### src/rtl/fwe_pkg.sv
package fwe_pkg;

  typedef enum logic [1:0] {
    MODEL_48   = 2'b00,
    MODEL_96   = 2'b01,
    MODEL_96HD = 2'b10,
    MODEL_ALT  = 2'b11
  } model_e;

  localparam logic [1:0] TAP_LOW  = 2'b00;
  localparam logic [1:0] TAP_MID  = 2'b01;
  localparam logic [1:0] TAP_HIGH = 2'b10;

  typedef struct packed {
    logic wrActive;
    logic pulseTake;
    logic dirPark;
  } fwe_strobe_t;

endpackage

### src/rtl/fwe_gate_ctrl.sv
module fwe_gate_ctrl
  import fwe_pkg::*;
#(
  parameter int ERASE_ON_STD  = 12,
  parameter int ERASE_OFF_STD = 20,
  parameter int ERASE_ON_HD   = 9,
  parameter int ERASE_OFF_HD  = 15
) (
  input  logic        clk,
  input  logic        rstN,
  input  logic        writeGate,
  input  logic        writePulse,
  input  logic [1:0]  modelSel,
  input  logic        lvAssert,
  input  logic        lvRelease,
  output logic        writeEn,
  output logic        lowVolt,
  output logic        eraseEn,
  output fwe_strobe_t strobe
);

  localparam int MAX_ON  = (ERASE_ON_STD > ERASE_ON_HD) ? ERASE_ON_STD : ERASE_ON_HD;
  localparam int MAX_OFF = (ERASE_OFF_STD > ERASE_OFF_HD) ? ERASE_OFF_STD : ERASE_OFF_HD;
  localparam int MAX_D   = (MAX_ON > MAX_OFF) ? MAX_ON : MAX_OFF;
  localparam int CNT_W   = $clog2(MAX_D + 1);

  localparam logic [CNT_W-1:0] ON_STD_C  = CNT_W'(ERASE_ON_STD);
  localparam logic [CNT_W-1:0] OFF_STD_C = CNT_W'(ERASE_OFF_STD);
  localparam logic [CNT_W-1:0] ON_HD_C   = CNT_W'(ERASE_ON_HD);
  localparam logic [CNT_W-1:0] OFF_HD_C  = CNT_W'(ERASE_OFF_HD);

  logic             gatePrev;
  logic             gateRise;
  logic             lvHit;
  logic             hdModel;
  logic [CNT_W-1:0] delayCnt;
  logic [CNT_W-1:0] delayLast;

  assign gateRise = writeGate & ~gatePrev;
  assign lvHit    = lvAssert | lowVolt;
  assign hdModel  = (modelSel == MODEL_96HD);

  // Pick the delay of the transition that is pending: turning on when erase is off.
  always_comb begin
    if (!eraseEn) delayLast = (hdModel ? ON_HD_C : ON_STD_C) - 1'b1;
    else          delayLast = (hdModel ? OFF_HD_C : OFF_STD_C) - 1'b1;
  end

  always_ff @(posedge clk) begin
    if (!rstN) begin
      gatePrev <= 1'b0;
      lowVolt  <= 1'b0;
      writeEn  <= 1'b0;
      eraseEn  <= 1'b0;
      delayCnt <= '0;
    end else begin
      gatePrev <= writeGate;

      if (lvAssert)       lowVolt <= 1'b1;
      else if (lvRelease) lowVolt <= 1'b0;

      if (lvHit || !writeGate) writeEn <= 1'b0;
      else if (gateRise)       writeEn <= 1'b1;

      if (lvHit) begin
        eraseEn  <= 1'b0;
        delayCnt <= '0;
      end else if (writeEn != eraseEn) begin
        if (delayCnt == delayLast) begin
          eraseEn  <= writeEn;
          delayCnt <= '0;
        end else begin
          delayCnt <= delayCnt + 1'b1;
        end
      end else begin
        delayCnt <= '0;
      end
    end
  end

  always_comb begin
    strobe.wrActive  = writeEn;
    strobe.pulseTake = writeEn & writePulse;
    strobe.dirPark   = ~writeEn | lvHit;
  end

endmodule

### src/rtl/fwe_gate_dpath.sv
module fwe_gate_dpath
  import fwe_pkg::*;
#(
  parameter int TRACK_W    = 7,
  parameter int OUTER_LAST = 43,
  parameter bit FINAL_DIR  = 1'b0
) (
  input  logic               clk,
  input  logic               rstN,
  input  fwe_strobe_t        strobe,
  input  logic               sideSel,
  input  logic [TRACK_W-1:0] trackNum,
  input  logic [1:0]         modelSel,
  output logic               drvA,
  output logic               drvB,
  output logic [1:0]         comTap0,
  output logic [1:0]         comTap1,
  output logic               hiCurrent,
  output logic               filterOn
);

  localparam logic [TRACK_W-1:0] OUTER_C = TRACK_W'(OUTER_LAST);
  localparam int SIDES = 2;

  logic       dirLatch;
  logic       outerZone;
  logic [1:0] tapLevel [SIDES];

  always_ff @(posedge clk) begin
    if (!rstN)                 dirLatch <= FINAL_DIR;
    else if (strobe.dirPark)   dirLatch <= FINAL_DIR;
    else if (strobe.pulseTake) dirLatch <= ~dirLatch;
  end

  assign drvA = strobe.wrActive & ~dirLatch;
  assign drvB = strobe.wrActive & dirLatch;

  for (genvar s = 0; s < SIDES; s++) begin : g_tap
    always_comb begin
      if (sideSel != 1'(s))     tapLevel[s] = TAP_LOW;
      else if (strobe.wrActive) tapLevel[s] = TAP_HIGH;
      else                      tapLevel[s] = TAP_MID;
    end
  end

  assign comTap0 = tapLevel[0];
  assign comTap1 = tapLevel[1];

  assign outerZone = ((modelSel == MODEL_96) || (modelSel == MODEL_96HD)) &&
                     (trackNum <= OUTER_C);

  always_ff @(posedge clk) begin
    if (!rstN) begin
      hiCurrent <= 1'b0;
      filterOn  <= 1'b0;
    end else begin
      hiCurrent <= outerZone;
      filterOn  <= outerZone;
    end
  end

endmodule

### src/rtl/fwe_gate_top.sv
module fwe_gate_top
  import fwe_pkg::*;
#(
  parameter int TRACK_W       = 7,
  parameter int OUTER_LAST    = 43,
  parameter int ERASE_ON_STD  = 12,
  parameter int ERASE_OFF_STD = 20,
  parameter int ERASE_ON_HD   = 9,
  parameter int ERASE_OFF_HD  = 15,
  parameter bit FINAL_DIR     = 1'b0
) (
  input  logic               clk,
  input  logic               rstN,
  input  logic               writeGate,
  input  logic               sideSel,
  input  logic               writePulse,
  input  logic [TRACK_W-1:0] trackNum,
  input  logic [1:0]         modelSel,
  input  logic               lvAssert,
  input  logic               lvRelease,
  output logic               writeEn,
  output logic               lowVolt,
  output logic               drvA,
  output logic               drvB,
  output logic               eraseEn,
  output logic [1:0]         comTap0,
  output logic [1:0]         comTap1,
  output logic               hiCurrent,
  output logic               filterOn
);

  fwe_strobe_t strobe;

  fwe_gate_ctrl #(
    .ERASE_ON_STD (ERASE_ON_STD),
    .ERASE_OFF_STD(ERASE_OFF_STD),
    .ERASE_ON_HD  (ERASE_ON_HD),
    .ERASE_OFF_HD (ERASE_OFF_HD)
  ) u_ctrl (
    .clk       (clk),
    .rstN      (rstN),
    .writeGate (writeGate),
    .writePulse(writePulse),
    .modelSel  (modelSel),
    .lvAssert  (lvAssert),
    .lvRelease (lvRelease),
    .writeEn   (writeEn),
    .lowVolt   (lowVolt),
    .eraseEn   (eraseEn),
    .strobe    (strobe)
  );

  fwe_gate_dpath #(
    .TRACK_W   (TRACK_W),
    .OUTER_LAST(OUTER_LAST),
    .FINAL_DIR (FINAL_DIR)
  ) u_dpath (
    .clk      (clk),
    .rstN     (rstN),
    .strobe   (strobe),
    .sideSel  (sideSel),
    .trackNum (trackNum),
    .modelSel (modelSel),
    .drvA     (drvA),
    .drvB     (drvB),
    .comTap0  (comTap0),
    .comTap1  (comTap1),
    .hiCurrent(hiCurrent),
    .filterOn (filterOn)
  );

endmodule

### config.mk
export PLATFORM = sky130hd
export DESIGN_NAME = fwe_gate_top
export DESIGN_NICKNAME = d
export VERILOG_FILES = /design/src/rtl/fwe_pkg.sv /design/src/rtl/fwe_gate_ctrl.sv /design/src/rtl/fwe_gate_dpath.sv /design/src/rtl/fwe_gate_top.sv
export SDC_FILE = /design/constraint.sdc
export NUM_CORES = 1
export LEC_CHECK = 0
export BUFFER_PORTS_ARGS = -buffer_cell sky130_fd_sc_hd__clkbuf_2
export CORE_AREA = 2 2 39 41
export CTS_BUF_LIST = sky130_fd_sc_hd__clkbuf_16
export CTS_CLUSTER_DIAMETER = 120
export DETAILED_ROUTE_END_ITERATION = 10
export DIE_AREA = 0 0 41 43
export GPL_TIMING_DRIVEN = 0
export HOLD_SLACK_MARGIN = 0.02
export PLACE_DENSITY = 0.82
export SLEW_MARGIN = 25
export SYNTH_ARGS = -nofsm -noshare
export SYNTH_HDL_FRONTEND = slang
export SYNTH_SLANG_ARGS = --single-unit
### constraint.sdc
create_clock -name clk -period 2.6 [get_ports clk]
set_input_delay 0.13 -clock clk [delete_from_list [all_inputs] [get_ports clk]]
set_output_delay 0.13 -clock clk [all_outputs]
set_load 0.005 [all_outputs]
==> metrics.yaml <==
outcome: "finished clean"
synth_simple_gate_area_share_pct: 28.6
core_area_um2: 1380
slew_headroom_pct: 76.1
drv_slew: 0
grt_pass1_vias: 475
dieArea_um2: 1760
initial_core_util_pct: 43.3
start_kind: "flip-flop"
std_cell_rows: 14
fin_cells: 109
hold_viol_final: 0
cts_setup_buffers: 0
cts_hold_buf: 0
grt_max_degree: 10
clk_path_buf_depth: 2
wl_per_cell_um: 10.8
cts_sinks: 11
synth_cell_types: 26
postRouteAntennaNets: 0
r2r-start: "u_ctrl.eraseEn$_SDFFE_PP0P_"
cts_buffers: 3
setup_viol: 0
dp_cells: 105
multi_input_area_um2: 363
slowest_delay_ns: 0.49
rsz0062_at_grt: "no"
synthMuxAreaShare_pct: 1.67
post-route-period-util_pct: 55.4
drive_above_1_share_pct: 35.5
drv_cap: 0
fillers: 135
synth.avg_cell_area_um2: 9.22
num_vias: 528
yosys_register_bits: 11
num-nets-final: 113
cp_slowest_cell: "dfxtp_1"
required_ns: 2.76
via_per_inst: 4.84
p_leak_uw: 0.000410
clock_skew_ns: 0.000411
yosysSeqAreaShare_pct: 36.7
root_buffer: "clkbuf_16"
synth_warnings: 0
mostFrequentLayoutCell: "clkbuf_2"
synthAdderAreaFrac_pct: 6.26
crit_arrival_ns: 1.60
crit_path_cell_trace: "and2b_1 -> o221ai_2 -> a221oi_4 -> mux2i_1"
die_h_um: 43
tightestPinTransition_ns: 0.358
tns_ns: 0
period_minus_slack_ns: 1.44
end_kind: "flip-flop"
clock_latency_ns: 0.24
num_io_pins: 27
seq_area_um2: 220
mostFrequentLayoutCells: "clkbuf_2 (24), dfxtp_1 (11), nor2_1 (9)"
die_w_um: 41
r2r_slack_ns: 1.16
cts_resized: 0
h-tree-depth: 1
postSynthCellCount: 65
vdd_drop_max_v: 0.000392
grt_pass1_wl_um: 1890
io_buffers: 24
power.density_nw_per_um2: 596
synth_compound_area_share_pct: 14.0
hold_path_depth: 2
syn_area_um2: 599
setup.worst_path.start: "u_ctrl.eraseEn$_SDFFE_PP0P_"
r2r-end: "u_ctrl.eraseEn$_SDFFE_PP0P_"
grt_use_total_pct: 16.3
antenna_found_initial: 0
path_class: "flip-flop to flip-flop"
area_growth_pct: 36.5
endpoint: "u_ctrl.eraseEn$_SDFFE_PP0P_"
clk_pin_slew_ns: 0.04
fmax_ghz: 0.694
cts_tree: "built"
diodes: 0
drtIter0Drc: 0
gr-total-overflow: 0
min_path_type: "primary input to flip-flop"
r2r_cells: 4
dpl.hpwl_um: 889
drc_errors: 0
gp_congestion: 0.709
synth_xor_area_share_pct: 10.0
crit_fanout: 8
drt-total-wl_um: 1180
synth_top_family_by_area: "simple AND/OR/NAND/NOR gates"
first_pass_iters: 1
syn-num-nets: 84
## flip-flops by register name, indices dropped and copies added, names as in the netlist
name,cells
u_ctrl.lowVolt,1
u_dpath.hiCurrent,1
u_dpath.dirLatch,1
u_ctrl.eraseEn,1
u_ctrl.gatePrev,1
u_ctrl.writeEn,1
u_ctrl.delayCnt,5
## cell usage after synthesis
library cell	n	area, um^2
a21o_1	1	7.51
a21oi_1	2	10.0
a221oi_4	1	26.3
and2_1	4	25.0
and2b_1	2	15.0
and3_1	2	12.5
buf_2	1	5.00
buf_4	1	7.51
dfxtp_1	11	220
ha_1	3	37.5
inv_1	1	3.75
mux2i_1	1	10.0
nand2_1	5	18.8
nand2b_1	1	6.26
nand3_1	4	20.0
nand3b_1	1	7.51
nor2_1	9	33.8
nor2b_1	4	25.0
nor3b_1	1	7.51
o21a_1	1	7.51
o21bai_2	1	11.3
o221ai_2	1	15.0
o22ai_1	1	6.26
xnor2_1	3	26.3
xor2_1	2	17.5
xor2_2	1	16.3
## layer usage
metal  wire length, um  track usage, %
met5                 0               0
met2               603            25.9
met1               485            17.8
met4                31            12.0
met3                57            3.14
## power by group
| group | leakage, uW | switching (uW) | internal (uW) |
|---|---|---|---|
| registers | 0.0000894 | 1.79 | 173 |
| clock network | 0.0000423 | 72.6 | 202 |
| logic | 0.000278 | 17.5 | 21.4 |
| total | 0.000410 | 91.8 | 396 |
## through the flow
step	worst slack, ns	area, um^2	total power (uW)	util [%]	hold slack [ns]
after floorplan	1.32	599	197	-	0.217
after global placement	1.21	739	215	53.4	0.301
after detailed placement	1.12	739	217	53.4	0.307
after CTS	1.15	818	494	59.1	0.0643
after global routing	1.04	818	503	59.1	0.0964
final	1.16	818	488	59.1	0.0638
## worst min path at each step
stage,from,to,slack [ns]
after floorplan,trackNum[5],u_dpath.hiCurrent$_SDFF_PN0_,0.22
after global placement,trackNum[5],u_dpath.hiCurrent$_SDFF_PN0_,0.30
after detailed placement,trackNum[5],u_dpath.hiCurrent$_SDFF_PN0_,0.31
after CTS,trackNum[5],u_dpath.hiCurrent$_SDFF_PN0_,0.06
after global routing,trackNum[5],u_dpath.hiCurrent$_SDFF_PN0_,0.1
final,trackNum[5],u_dpath.hiCurrent$_SDFF_PN0_,0.06
## worst max-delay path, delay by kind of cell (launching register included)
family,cells,cell delay [ns]
muxes,1,0.23
DFF,1,0.49
and+or+nand+nor,1,0.20
AOI/OAI and AO/OA,2,0.45
## cells by family (layout without fill, tap and decap cells)
| logic type | after synthesis | count (layout) |
|---|---|---|
| compound gates | 8 | 8 |
| xor+xnor | 6 | 6 |
| flops | 11 | 11 |
| simple gates | 33 | 33 |
| buf+inv | 3 | 31 |
| mux | 1 | 1 |
| fa+ha+maj | 3 | 3 |
## final cells by class
| type | count | area share [%] |
|---|---|---|
| plain buffers | 2 | 1.53 |
| clock buffers | 3 | 9.17 |
| clock inverters | 1 | 0.459 |
| inverters | 1 | 0.459 |
| multi-input cells | 51 | 44.3 |
| flip-flops and latches | 11 | 26.9 |
| well taps | 16 | 2.45 |
| repair buffers | 24 | 14.7 |
No activity file was read; power rests on OpenSTA's default activity.
